$ cat src/rtl/async_tx9_pkg.sv
package async_tx9_pkg;

  localparam logic [1:0] LEN_8 = 2'd0;
  localparam logic [1:0] LEN_7 = 2'd1;
  localparam logic [1:0] LEN_9 = 2'd2;

  localparam logic [2:0] PAR_NONE  = 3'd0;
  localparam logic [2:0] PAR_ODD   = 3'd1;
  localparam logic [2:0] PAR_EVEN  = 3'd2;
  localparam logic [2:0] PAR_MARK  = 3'd3;
  localparam logic [2:0] PAR_SPACE = 3'd4;

  typedef struct packed {
    logic [1:0] len;
    logic [2:0] par;
    logic       two_stop;
    logic       wide;
  } frame_cfg_t;

  typedef enum logic [2:0] {
    F_IDLE,
    F_GAP,
    F_WAIT_HI,
    F_LOAD,
    F_RUN
  } fetch_state_e;

endpackage

$ cat src/rtl/async_tx9_fetch.sv
module async_tx9_fetch
  import async_tx9_pkg::*;
#(
  parameter int BYTE_W = 8
) (
  input  logic              clk,
  input  logic              rst,
  input  logic [BYTE_W-1:0] fifo_rd_data,
  input  logic              fifo_empty,
  input  frame_cfg_t        cfg_in,
  input  logic              frame_done,
  output logic              fifo_pop,
  output logic              busy,
  output logic              load,
  output frame_cfg_t        cfg_q,
  output logic [BYTE_W:0]   char_q
);

  fetch_state_e state, state_n;
  logic wide_pair;
  logic take_lo;
  logic take_hi;

  assign wide_pair = cfg_in.wide && (cfg_in.len == LEN_9);
  assign take_lo   = (state == F_IDLE) && !fifo_empty;
  assign take_hi   = (state == F_WAIT_HI) && !fifo_empty;
  assign load      = (state == F_LOAD);

  always_comb begin
    state_n = state;
    case (state)
      F_IDLE:    if (!fifo_empty) state_n = wide_pair ? F_GAP : F_LOAD;
      F_GAP:     state_n = F_WAIT_HI;
      F_WAIT_HI: if (!fifo_empty) state_n = F_LOAD;
      F_LOAD:    state_n = F_RUN;
      F_RUN:     if (frame_done) state_n = F_IDLE;
      default:   state_n = F_IDLE;
    endcase
  end

  always_ff @(posedge clk) begin
    if (rst) begin
      state    <= F_IDLE;
      fifo_pop <= 1'b0;
      busy     <= 1'b0;
      cfg_q    <= '0;
      char_q   <= '0;
    end else begin
      state    <= state_n;
      fifo_pop <= take_lo | take_hi;
      busy     <= (state_n != F_IDLE);
      if (take_lo) begin
        cfg_q  <= cfg_in;
        char_q <= {1'b0, fifo_rd_data};
      end
      if (take_hi) begin
        char_q[BYTE_W] <= fifo_rd_data[0];
      end
    end
  end

endmodule

$ cat src/rtl/async_tx9_framer.sv
module async_tx9_framer
  import async_tx9_pkg::*;
#(
  parameter int CHAR_W  = 9,
  parameter int FRAME_W = CHAR_W + 4,
  parameter int LEN_W   = $clog2(FRAME_W + 1)
) (
  input  logic [CHAR_W-1:0]  char_in,
  input  frame_cfg_t         cfg,
  output logic [FRAME_W-1:0] frame,
  output logic [LEN_W-1:0]   frame_len
);

  int   n_data;
  logic ones_odd;
  logic par_on;
  logic par_bit;

  always_comb begin
    case (cfg.len)
      LEN_7:   n_data = CHAR_W - 2;
      LEN_9:   n_data = CHAR_W;
      default: n_data = CHAR_W - 1;
    endcase

    ones_odd = 1'b0;
    for (int i = 0; i < CHAR_W; i++) begin
      if (i < n_data) ones_odd = ones_odd ^ char_in[i];
    end

    par_on = (cfg.len != LEN_9) &&
             ((cfg.par == PAR_ODD) || (cfg.par == PAR_EVEN) ||
              (cfg.par == PAR_MARK) || (cfg.par == PAR_SPACE));

    case (cfg.par)
      PAR_ODD:  par_bit = ~ones_odd;
      PAR_EVEN: par_bit = ones_odd;
      PAR_MARK: par_bit = 1'b1;
      default:  par_bit = 1'b0;
    endcase

    frame    = '1;
    frame[0] = 1'b0;
    for (int i = 0; i < CHAR_W; i++) begin
      if (i < n_data) frame[i + 1] = char_in[i];
    end
    if (par_on) frame[n_data + 1] = par_bit;

    frame_len = LEN_W'(n_data + 2 + (par_on ? 1 : 0) + (cfg.two_stop ? 1 : 0));
  end

endmodule

$ cat src/rtl/async_tx9_shifter.sv
module async_tx9_shifter #(
  parameter int TICKS_PER_BIT = 16,
  parameter int FRAME_W       = 13,
  parameter int LEN_W         = 4
) (
  input  logic               clk,
  input  logic               rst,
  input  logic               baud_tick,
  input  logic               load,
  input  logic [FRAME_W-1:0] frame,
  input  logic [LEN_W-1:0]   frame_len,
  output logic               tx_out,
  output logic               frame_done
);

  localparam int TCW = (TICKS_PER_BIT > 1) ? $clog2(TICKS_PER_BIT) : 1;
  localparam logic [TCW-1:0] TICK_LAST = TCW'(TICKS_PER_BIT - 1);

  logic               active;
  logic [TCW-1:0]     tcnt;
  logic [LEN_W-1:0]   left;
  logic [FRAME_W-1:0] shreg;
  logic               bit_end;

  assign bit_end    = active && baud_tick && (tcnt == TICK_LAST);
  assign frame_done = bit_end && (left == '0);

  always_ff @(posedge clk) begin
    if (rst) begin
      active <= 1'b0;
      tcnt   <= '0;
      left   <= '0;
      shreg  <= '1;
      tx_out <= 1'b1;
    end else if (load) begin
      tx_out <= frame[0];
      shreg  <= {1'b1, frame[FRAME_W-1:1]};
      left   <= frame_len - LEN_W'(1);
      tcnt   <= '0;
      active <= 1'b1;
    end else if (active && baud_tick) begin
      if (tcnt == TICK_LAST) begin
        tcnt <= '0;
        if (left == '0) begin
          active <= 1'b0;
          tx_out <= 1'b1;
        end else begin
          tx_out <= shreg[0];
          shreg  <= {1'b1, shreg[FRAME_W-1:1]};
          left   <= left - LEN_W'(1);
        end
      end else begin
        tcnt <= tcnt + TCW'(1);
      end
    end
  end

endmodule

$ cat src/rtl/async_tx9.sv
module async_tx9
  import async_tx9_pkg::*;
#(
  parameter int BYTE_W        = 8,
  parameter int TICKS_PER_BIT = 16
) (
  input  logic              clk,
  input  logic              rst,
  input  logic [BYTE_W-1:0] fifo_rd_data,
  input  logic              fifo_empty,
  output logic              fifo_pop,
  input  logic [1:0]        cfg_len,
  input  logic [2:0]        cfg_parity,
  input  logic              cfg_two_stop,
  input  logic              cfg_wide,
  input  logic              baud_tick,
  output logic              tx_out,
  output logic              busy
);

  localparam int CHAR_W  = BYTE_W + 1;
  localparam int FRAME_W = CHAR_W + 4;
  localparam int LEN_W   = $clog2(FRAME_W + 1);

  frame_cfg_t         cfg_in;
  frame_cfg_t         cfg_q;
  logic [CHAR_W-1:0]  char_q;
  logic               load;
  logic               frame_done;
  logic [FRAME_W-1:0] frame;
  logic [LEN_W-1:0]   frame_len;

  assign cfg_in.len      = cfg_len;
  assign cfg_in.par      = cfg_parity;
  assign cfg_in.two_stop = cfg_two_stop;
  assign cfg_in.wide     = cfg_wide;

  async_tx9_fetch #(.BYTE_W(BYTE_W)) u_fetch (
    .clk          (clk),
    .rst          (rst),
    .fifo_rd_data (fifo_rd_data),
    .fifo_empty   (fifo_empty),
    .cfg_in       (cfg_in),
    .frame_done   (frame_done),
    .fifo_pop     (fifo_pop),
    .busy         (busy),
    .load         (load),
    .cfg_q        (cfg_q),
    .char_q       (char_q)
  );

  async_tx9_framer #(.CHAR_W(CHAR_W), .FRAME_W(FRAME_W), .LEN_W(LEN_W)) u_framer (
    .char_in   (char_q),
    .cfg       (cfg_q),
    .frame     (frame),
    .frame_len (frame_len)
  );

  async_tx9_shifter #(.TICKS_PER_BIT(TICKS_PER_BIT), .FRAME_W(FRAME_W), .LEN_W(LEN_W)) u_shifter (
    .clk        (clk),
    .rst        (rst),
    .baud_tick  (baud_tick),
    .load       (load),
    .frame      (frame),
    .frame_len  (frame_len),
    .tx_out     (tx_out),
    .frame_done (frame_done)
  );

endmodule

$ cat config.mk
export PLATFORM = sky130hd
export DESIGN_NAME = async_tx9
export DESIGN_NICKNAME = d
export VERILOG_FILES = /design/src/rtl/async_tx9_pkg.sv /design/src/rtl/async_tx9_fetch.sv /design/src/rtl/async_tx9_framer.sv /design/src/rtl/async_tx9_shifter.sv /design/src/rtl/async_tx9.sv
export SDC_FILE = /design/constraint.sdc
export NUM_CORES = 1
export LEC_CHECK = 0
export ABC_AREA = 0
export CAP_MARGIN = 20
export CELL_PAD_IN_SITES_DETAIL_PLACEMENT = 1
export CELL_PAD_IN_SITES_GLOBAL_PLACEMENT = 1
export CORE_MARGIN = 4
export CORE_UTILIZATION = 30
export CTS_BUF_LIST = sky130_fd_sc_hd__clkbuf_4
export DETAILED_ROUTE_END_ITERATION = 10
export HOLD_SLACK_MARGIN = 0.08
export PLACE_DENSITY = 0.7
export SLEW_MARGIN = 15
export SYNTH_ARGS = -nofsm -noshare
export SYNTH_HDL_FRONTEND = slang
export SYNTH_SLANG_ARGS = --single-unit
$ cat constraint.sdc
create_clock -name clk -period 2.2 [get_ports clk]
set_clock_uncertainty 0.2 [all_clocks]
set_input_delay 0.44 -clock clk [delete_from_list [all_inputs] [get_ports clk]]
set_output_delay 0.44 -clock clk [all_outputs]
set_load 0.02 [all_outputs]
; Word-level counts from Yosys, hierarchy flattened
; Cells that the tools add are included.
[word_totals]
regBits = 42
in_bits = 19
[op_classes]
n_addsub = 7
order_cmp = 11
eq_ne = 14
mux = 50
bitwise_logic = 10
reduce_logical = 23
[ops]
columns = operator, n
row1 = $mux 12, 4
row2 = $ge 32x1->1 const B, 1
row3 = $lt 32x6->1 const B, 1
row4 = $mux 1, 30
row5 = $mux 4, 5
row6 = $lt 3x4->1 const A, 4
row7 = $pmux 3 s5, 1
row8 = $bwmux 13, 1
row9 = $mux 13, 1
row10 = $eq 3x2->1 const B, 4
row11 = $mux 3, 3
row12 = $mux 9, 1
row13 = $add 4x4->4, 2
row14 = $logic_and 1x1->1, 8
row15 = $lt 1x4->1 const A, 2
row16 = $lt 2x4->1 const A, 2
row17 = $pmux 4 s2, 1
row18 = $reduce_bool 2->1, 4
row19 = $sub 4x1->4 const B, 2
row20 = $xor 1x1->1, 8
row21 = $eq 3x1->1 const B, 2
row22 = $eq 3x3->1 const B, 2
row23 = $reduce_and 3->1, 2
row24 = $add 4x1->5 const B, 1
row25 = other kinds (19), 23

; Logic depth before layout (Yosys ltp)
; Gate-level depths: netlist (run 1).
[depth]
depth_word = 25
ltp_mapped = 8

; Hierarchy
; From an unflattened synthesis (run 1), not the netlist that was laid out.
[hier_totals]
cells_unflattened = 256
hier_area_um2 = 2451.1
[by_module_without_submodules]
columns = mod, n_inst, cells_each, area_per_inst_um2, seq_area_each_um2
row1 = async_tx9_shifter, 1, 116, 1103.6, 440.4
row2 = async_tx9_fetch, 1, 92, 958.4, 420.4
row3 = async_tx9_framer, 1, 48, 389.1, 0.0

; Least setup slack after synthesis (run 1)
; Ideal clock, no wire load.
[synth_path]
path_kind = register to register
startpoint = register, netlist name u_fetch.cfg_q[5]
endpoint = register u_shifter.shreg[8]
arrival_ns = 2.077
slack_ns = -0.198
stages_incl_launch_ff = 9
path_buffers = 0
period_less_slack_ns = 2.398
path_cell_list = dfxtp_1 inv_1 ha_1 a21boi_0 xnor2_1 xnor3_1 mux2_4 a211oi_2 nor2_1
[synth_via]
elab_chain_cells = 25
[synth_lines]
columns = element, line_no
row1 = $eq 2x2->1 / $eq 2x1->1 (equally long branches), async_tx9_framer.sv:20  ; case (cfg.len)
row2 = $pmux 4 s2, async_tx9_framer.sv:20
row3 = $lt 1x4->1, async_tx9_framer.sv:28  ; if (i < n_data) ones_odd = ones_odd ^ char_in[i];
row4 = $mux 1, async_tx9_framer.sv:28
row5 = $xor 1x1->1, async_tx9_framer.sv:28
row6 = $mux 1, async_tx9_framer.sv:28
row7 = $xor 1x1->1, async_tx9_framer.sv:28
row8 = $mux 1, async_tx9_framer.sv:28
row9 = [9 not listed], n/a
row10 = $mux 1, async_tx9_framer.sv:28
row11 = $xor 1x1->1, async_tx9_framer.sv:28
row12 = $mux 1, async_tx9_framer.sv:28
row13 = $not 1->1, async_tx9_framer.sv:36  ; PAR_ODD: par_bit = ~ones_odd;
row14 = $pmux 1 s3, async_tx9_framer.sv:35  ; case (cfg.par)
row15 = $bwmux 13, async_tx9_framer.sv:47  ; if (par_on) frame[n_data + 1] = par_bit;
row16 = $mux 13 (*), async_tx9_framer.sv:47
row17 = $mux 12 (*), async_tx9_shifter.sv:35  ; end else if (load) begin
row18 = end signal: assignment, async_tx9_shifter.sv:37  ; shreg <= {1'b1, frame[FRAME_W-1:1]};
row19 = end signal: assignment, async_tx9_shifter.sv:49  ; shreg <= {1'b1, shreg[FRAME_W-1:1]};
row20 = end: declaration, async_tx9_shifter.sv:22  ; logic [FRAME_W-1:0] shreg;
; Every way passes the cells marked *; elsewhere a longest branch is shown, timed or not.
; A chain may end at the register's enable or synchronous reset.

; Worst setup path in the final report (run 1)
[layout_path]
startpoint = register, netlist name u_fetch.cfg_q[6]
endpoint = register u_shifter.shreg[8]
[layout_via]
elab_chain_cells = 25
[layout_lines]
columns = element, line_no
row1 = $eq 2x2->1 / $eq 2x1->1 (equally long branches), async_tx9_framer.sv:20
row2 = $pmux 4 s2, async_tx9_framer.sv:20
row3 = $lt 1x4->1, async_tx9_framer.sv:28
row4 = $mux 1, async_tx9_framer.sv:28
row5 = $xor 1x1->1, async_tx9_framer.sv:28
row6 = $mux 1, async_tx9_framer.sv:28
row7 = $xor 1x1->1, async_tx9_framer.sv:28
row8 = $mux 1, async_tx9_framer.sv:28
row9 = [9 not listed], n/a
row10 = $mux 1, async_tx9_framer.sv:28
row11 = $xor 1x1->1, async_tx9_framer.sv:28
row12 = $mux 1, async_tx9_framer.sv:28
row13 = $not 1->1, async_tx9_framer.sv:36
row14 = $pmux 1 s3, async_tx9_framer.sv:35
row15 = $bwmux 13, async_tx9_framer.sv:47
row16 = $mux 13 (*), async_tx9_framer.sv:47
row17 = $mux 12 (*), async_tx9_shifter.sv:35
; Marked as above.

==> results of run 1 <==
[area by class of cell]
class                   instances  area, sq um
clock buffers                   7        52.55
fillers                       782         3896
inverters                       7        26.28
multi-input cells             189         1101
flip-flops and latches         42        848.3
well taps                      77        96.34
repair buffers                 46        401.6
[cell usage after synthesis (2+ instances only)]
cell / count
dfxtp_1: 42
a31oi_1: 9
or2_2: 9
inv_1: 7
xnor2_1: 5
clkbuf_1: 12
nor3_1: 4
o21ai_0: 3
a21o_1: 2
nand2_1: 64
or3_1: 3
nor2_1: 24
xor2_1: 5
and3_1: 2
nand3_1: 4
ha_1: 7
a21oi_1: 25
a211oi_1: 3
[logic make-up after synthesis]
family | after synthesis
multiplexers | 2
XOR/XNOR | 12
adder cells (fa/ha/maj) | 8
flip-flops | 42
buffers and inverters | 21
AND/OR/NAND/NOR | 118
AO/OA/AOI/OAI | 49
[flip-flops by register name, summed over array words and instances, names as in the netlist]
register,count
u_shifter.shreg,12
u_fetch.char_q,9
u_fetch.cfg_q,6
u_shifter.left,4
u_shifter.tcnt,4
u_fetch.state,3
u_fetch.busy,1
u_fetch.fifo_pop,1
u_shifter.active,1
u_shifter.tx_out,1
[worst paths after layout]
check | start | end | slack (ps) | cells past startpoint
min | u_shifter.shreg[11]$_SDFFE_PP1P_ | u_shifter.shreg[11]$_SDFFE_PP1P_ | 260 | 1
min reg2reg | u_shifter.shreg[11]$_SDFFE_PP1P_ | u_shifter.shreg[11]$_SDFFE_PP1P_ | 260 | 1
max reg2reg | u_fetch.cfg_q[6]$_SDFFE_PP0P_ | u_shifter.shreg[8]$_SDFFE_PP1P_ | -0.4 | 8
max | u_fetch.cfg_q[6]$_SDFFE_PP0P_ | u_shifter.shreg[8]$_SDFFE_PP1P_ | -0.4 | 8
[where the power goes]
group | internal, mW | switching, mW | leakage [nW]
Clock | 0.146 | 0.236 | 0.0322
Sequential | 0.798 | 0.0296 | 0.345
Combinational | 0.164 | 0.135 | 0.660
[worst register-to-register path, stage by stage, from the launching register on]
cell	delay, ps
dfxtp_2	350
buf_6	120
ha_4	240
a21boi_2	140
xnor2_1	150
xnor3_1	350
mux2_4	330
a211oi_2	170
nor2_1	50
[routing by layer]
metal  vias up  part of all wire, %  GRT usage [%]
li1        912                    -              -
met1       847                   47          16.47
met2        18                   49          22.34
met3         7                  2.7          2.555
met4         0                  1.8          4.871
met5         -                    0              0
[per-stage QoR]
step	worst slack [ps]	instance area [sq um]	instances	TNS, ps	hold WS (ps)
floorplan	11.70	2001	252	0	215.3
global placement	-47.60	2407	357	-117.0	231.3
detailed placement	-93.62	2407	357	-685.0	235.1
CTS	4.428	2486	365	0	268.6
global route	-102.9	2526	368	-110.4	293.2
finish	-0.3872	2526	368	-0.3872	263.3
[repair_timing]
item | CTS | global route
pin swaps | 1 | 7
resized for setup | 4 | 8
buffers inserted | 1 | 3
setup endpoints to repair | 1 | 9
==> impl_results.md, run 1 <==
* Layout cell share with drive strength beyond 1 at 19.59%
* Warnings from Yosys at 0
* Final setup margin at -0.3872 ps
* Yosys reg bits at 42
* Cts bufs inserted at 5
* Worst slew margin at 80.76%
* GR Overflow Total at 0
* Worst EP arrival at roughly 2300 ps
* Post-route total power at 1.508 mW
* Main synth FF type: dfxtp_1
* Most common cell after layout, fill and taps aside: nand2_1
* Initial core utilization at 31.15%
* Post-synth top area share at 42.03%
* CP peak stage delay at 350 ps
* Max_cap viols at 0
* Async SR Flop Fraction at 0%
* Max Slew Vio Count at 0
* Drt total wl at 4.626 mm
* DRC viols at 0
* HPWL after DPL at 3.603 mm
* Top Family by Delay on Critical Path: XOR/XNOR gates
* Violated checks: setup timing
* Initial antenna violation count at 0
* Pre-antenna DRT Iters at 3
* Simple-gate area share of the yosys netlist at 26.02%
* CP cell instances: buf_6, ha_4, a21boi_2, xnor2_1, xnor3_1, mux2_4, a211oi_2, nor2_1
* Antenna cells at 0
* H-tree depth at 2
* Wirelength per Cell at 12.57 um
* Clk_lat worst skew at 350 ps
* First-pass GRT wire length at approximately 8 mm
* Vias at between 1500 and 2000
* Hold crit path type: reg2reg
* Required @ worst endpoint at approximately 2300 ps
* CP bufs+invs at 1
* CTS max path bufs at 2
* Final ANT Viol Nets at 0
* Post-layout util at 39.33%
* Chip Height at 89.67 um
* CP Launch Type: register
* Leading post-synthesis cells by cell area: dfxtp_1, nand2_1, a21oi_1
* Die area at between 0.008 and 0.009 sq mm
* Vias in the first global route at 1789
* Std cell rows at 29
* Fin. Hold Viols at 0
* Drt via density at 4.848
* Xor and xnor area share after synthesis at 6.316%
* Sequential fraction of the synthesis area at 42.03%
* Core Footprint at 0.006422 sq mm
* Worst Path Class, Setup: reg2reg
* Tightest Pin Transition at 287.5 ps
* Root Driver: clkbuf_4
* Syn Nets at roughly 280
* Largest area contributor in the netlist: dfxtp_1
* Crit-path max FO at 3
* Synth-to-layout area growth at 26.27%
* EDFF count, synth at 0
* Most frequent cells in the layout: nand2_1, dfxtp_1, a21oi_1
* Status: finished, violations left
* RSZ-0062 raised after global routing: yes
* Synthesized area per cell at 7.939 sq um
* VDD IR max at 253.9 uV
* Synth unique cells at 40
* Largest net degree at the start of global routing at 21
* Detailed Route Iter0 Violations at 44
* GRT Total Usage at 13.15%
* Synth Instances at approximately 250
* I/O Buffers at 21
* Die Wd at 89.67 um
* Fin crit period at 2200 ps
* Setup-failing EPs final at 1
* Worst-path clk slew at 120 ps
* Critical Path Slowest Stage Cell: dfxtp_2
* Post-layout net count at 318
* Synth Area in Compound Gates at 14.76%
* Adder-Cell Fraction of Synth Area at 5.378%
* Multiplexer share of the synthesized area at between 1 and 1.5%
* IO Pins at 22
* Tcrit/Tclk final at 100.0%
* Clk sinks at 42
* CTS tree: yes
* Area of the mapped netlist at 0.002001 sq mm
* Largest family of logic cells by synthesized area: simple AND/OR/NAND/NOR gates
* Cell leakage power at slightly above 1 nW
* Critical Path Sink Type: register
* PD cells at 597.0 mW/mm^2
* Post-cts hold buffer count at 0
* F_max at between 400 and 500 MHz
* Placer Congestion at 0.7678
No activity file was read; power rests on OpenSTA's default activity.
==> run 2: changes to the inputs <==
- PLACE_DENSITY: 0.7 -> 0.67
- clock period: 2.2 -> 2.7 ns (I/O delays scaled with it)
==> impl_results.md, run 2 (synthesized netlist as in run 1, its figures left out) <==
* VDD IR max at 180.8 uV
* Max_cap viols at 0
* F_max at about 400 MHz
* GR Util met2 at 22.67%
* Drt via density at 4.829
* Critical Path Sink Type: register
* Worst EP arrival at 2570 ps
* CP cell instances: inv_1, ha_1, a21boi_1, xnor2_1, xnor3_1, mux2_4, a211oi_2, nor2_1
* Met1 Use GR at between 15 and 20%
* Final ANT Viol Nets at 0
* Most common cell after layout, fill and taps aside: nand2_1
* Crit-path max FO at 4
* Layout cell share with drive strength beyond 1 at 10.26%
* CTS max path bufs at 2
* Gr busiest metal: met2
* Post-layout net count at 299
* Critical Path Slowest Stage Cell: xnor3_1
* Post-cts hold buffer count at 0
* Antenna cells at 0
* Setup-failing EPs final at 0
* CTS tree: yes
* Die area at 0.008040 sq mm
* Chip Height at 89.67 um
* CP bufs+invs at 1
* Detailed Route Iter0 Violations at 76
* H-tree depth at 2
* Setup Fix Bufs, Post-CTS at 0
* Post-layout util at 36.57%
* Clk sinks at 42
* Fin crit period at 2495 ps
* Initial antenna violation count at 0
* IO Pins at 22
* Wirelength per Cell at 13.51 um
* Cts bufs inserted at 5
* PD cells at 509.3 mW/mm^2
* Tcrit/Tclk final at 92.42%
* Biggest regs: u_shifter.shreg (12), u_fetch.char_q (9), u_fetch.cfg_q (6)
* Largest net degree at the start of global routing at 26
* Cell leakage power at 0.9381 nW
* Core Footprint at ~0.0064 sq mm
* Pre-antenna DRT Iters at 4
* First-pass GRT wire length at 8.493 mm
* RSZ-0062 raised after global routing: no
* Vias at 1690
* DRC viols at 0
* Top Family by Delay on Critical Path: XOR/XNOR gates
* Worst-path clk slew at 140 ps
* Fin. Hold Viols at 0
* Synth-to-layout area growth at 17.39%
* TNS Setup at 0 ps
* CP peak stage delay at roughly 430 ps
* Initial core utilization at 31.15%
* Root Driver: clkbuf_4
* I/O Buffers at 21
* GRT Total Usage at 13.60%
* CP Launch Type: register
* Max reg flops at 12
* Most frequent cells in the layout: nand2_1, dfxtp_1, a21oi_1
* Tightest Pin Transition at 529.5 ps
* Placer Congestion at about 0.78
* Max Slew Vio Count at 0
* Biggest register: u_shifter.shreg
* Status: finished, final reports clean
* HPWL after DPL at 3.555 mm
* Required @ worst endpoint at 2770 ps
* Met3 Track Usage GR at around 2.8%
* Vias in the first global route at 1791
* Std cell rows at 29
* Worst Path Class, Setup: reg2reg
* Worst slew margin at 64.63%
* Drt total wl at about 4.7 mm
* Hold crit path type: reg2reg
* Die Wd at 89.67 um
* Clk_lat worst skew at 370 ps
* GR Overflow Total at 0
## run 2: timing repair
action	CTS	global route
resized for setup	0	1
endpoints found under the setup margin	0	1
endpoints found under the hold margin	0	0
## run 2: layer usage
layer	vias to the layer above	wire length (um)
met5	-	0
met2	25	2203
met3	5	160
met4	0	68
met1	792	2294
li1	868	-
## run 2: power breakdown
part	total, mW	switching, mW	internal [mW]	leakage (nW)
Combinational	0.206	0.102	0.104	0.567
Clock	0.313	0.216	0.0970	0.0286
Sequential	0.677	0.0263	0.651	0.343
Total	1.20	0.344	0.852	0.938
## run 2: metrics by stage
stage / cell area [sq um] / hold WS [ps] / setup WS [ps] / total power, mW / instances
6_report: 2349 / 259.1 / 204.6 / 1.196 / 350
2_1_floorplan: 2001 / 215.3 / 302.1 / 0.8259 / 252
3_5_place_dp: 2295 / 231.5 / 140.0 / 0.9003 / 342
4_1_cts: 2349 / 267.8 / 124.9 / 1.215 / 350
5_1_grt: 2349 / 305.0 / 63.87 / 1.267 / 350
3_3_place_gp: 2295 / 231.6 / 228.5 / 0.8947 / 342
## run 2: area by class of cell
class	instances	area (sq um)
Multi-Input combinational cell	189	1076
Sequential cell	42	840.8
Clock buffer	5	37.54
Tap cell	77	96.34
Inverter	7	26.28
Fill cell	790	4074
Clock inverter	3	16.27
Timing Repair Buffer	27	255.2
## run 2: worst paths after layout
kind | from | end | slack [ps] | cells past startpoint
worst min-delay path | u_shifter.shreg[11]$_SDFFE_PP1P_ | u_shifter.shreg[11]$_SDFFE_PP1P_ | 260 | 1
worst max-delay path | u_fetch.cfg_q[5]$_SDFFE_PP0P_ | u_shifter.shreg[8]$_SDFFE_PP1P_ | 200 | 8
worst max register to register | u_fetch.cfg_q[5]$_SDFFE_PP0P_ | u_shifter.shreg[8]$_SDFFE_PP1P_ | 200 | 8
worst min register to register | u_shifter.shreg[11]$_SDFFE_PP1P_ | u_shifter.shreg[11]$_SDFFE_PP1P_ | 260 | 1
## run 2: worst reg2reg max path, stage by stage, from the launching register on
cell and delay, ps:
dfxtp_1 400, inv_1 110, ha_1 330, a21boi_1 180
xnor2_1 140, xnor3_1 430, mux2_4 320, a211oi_2 230
nor2_1 70
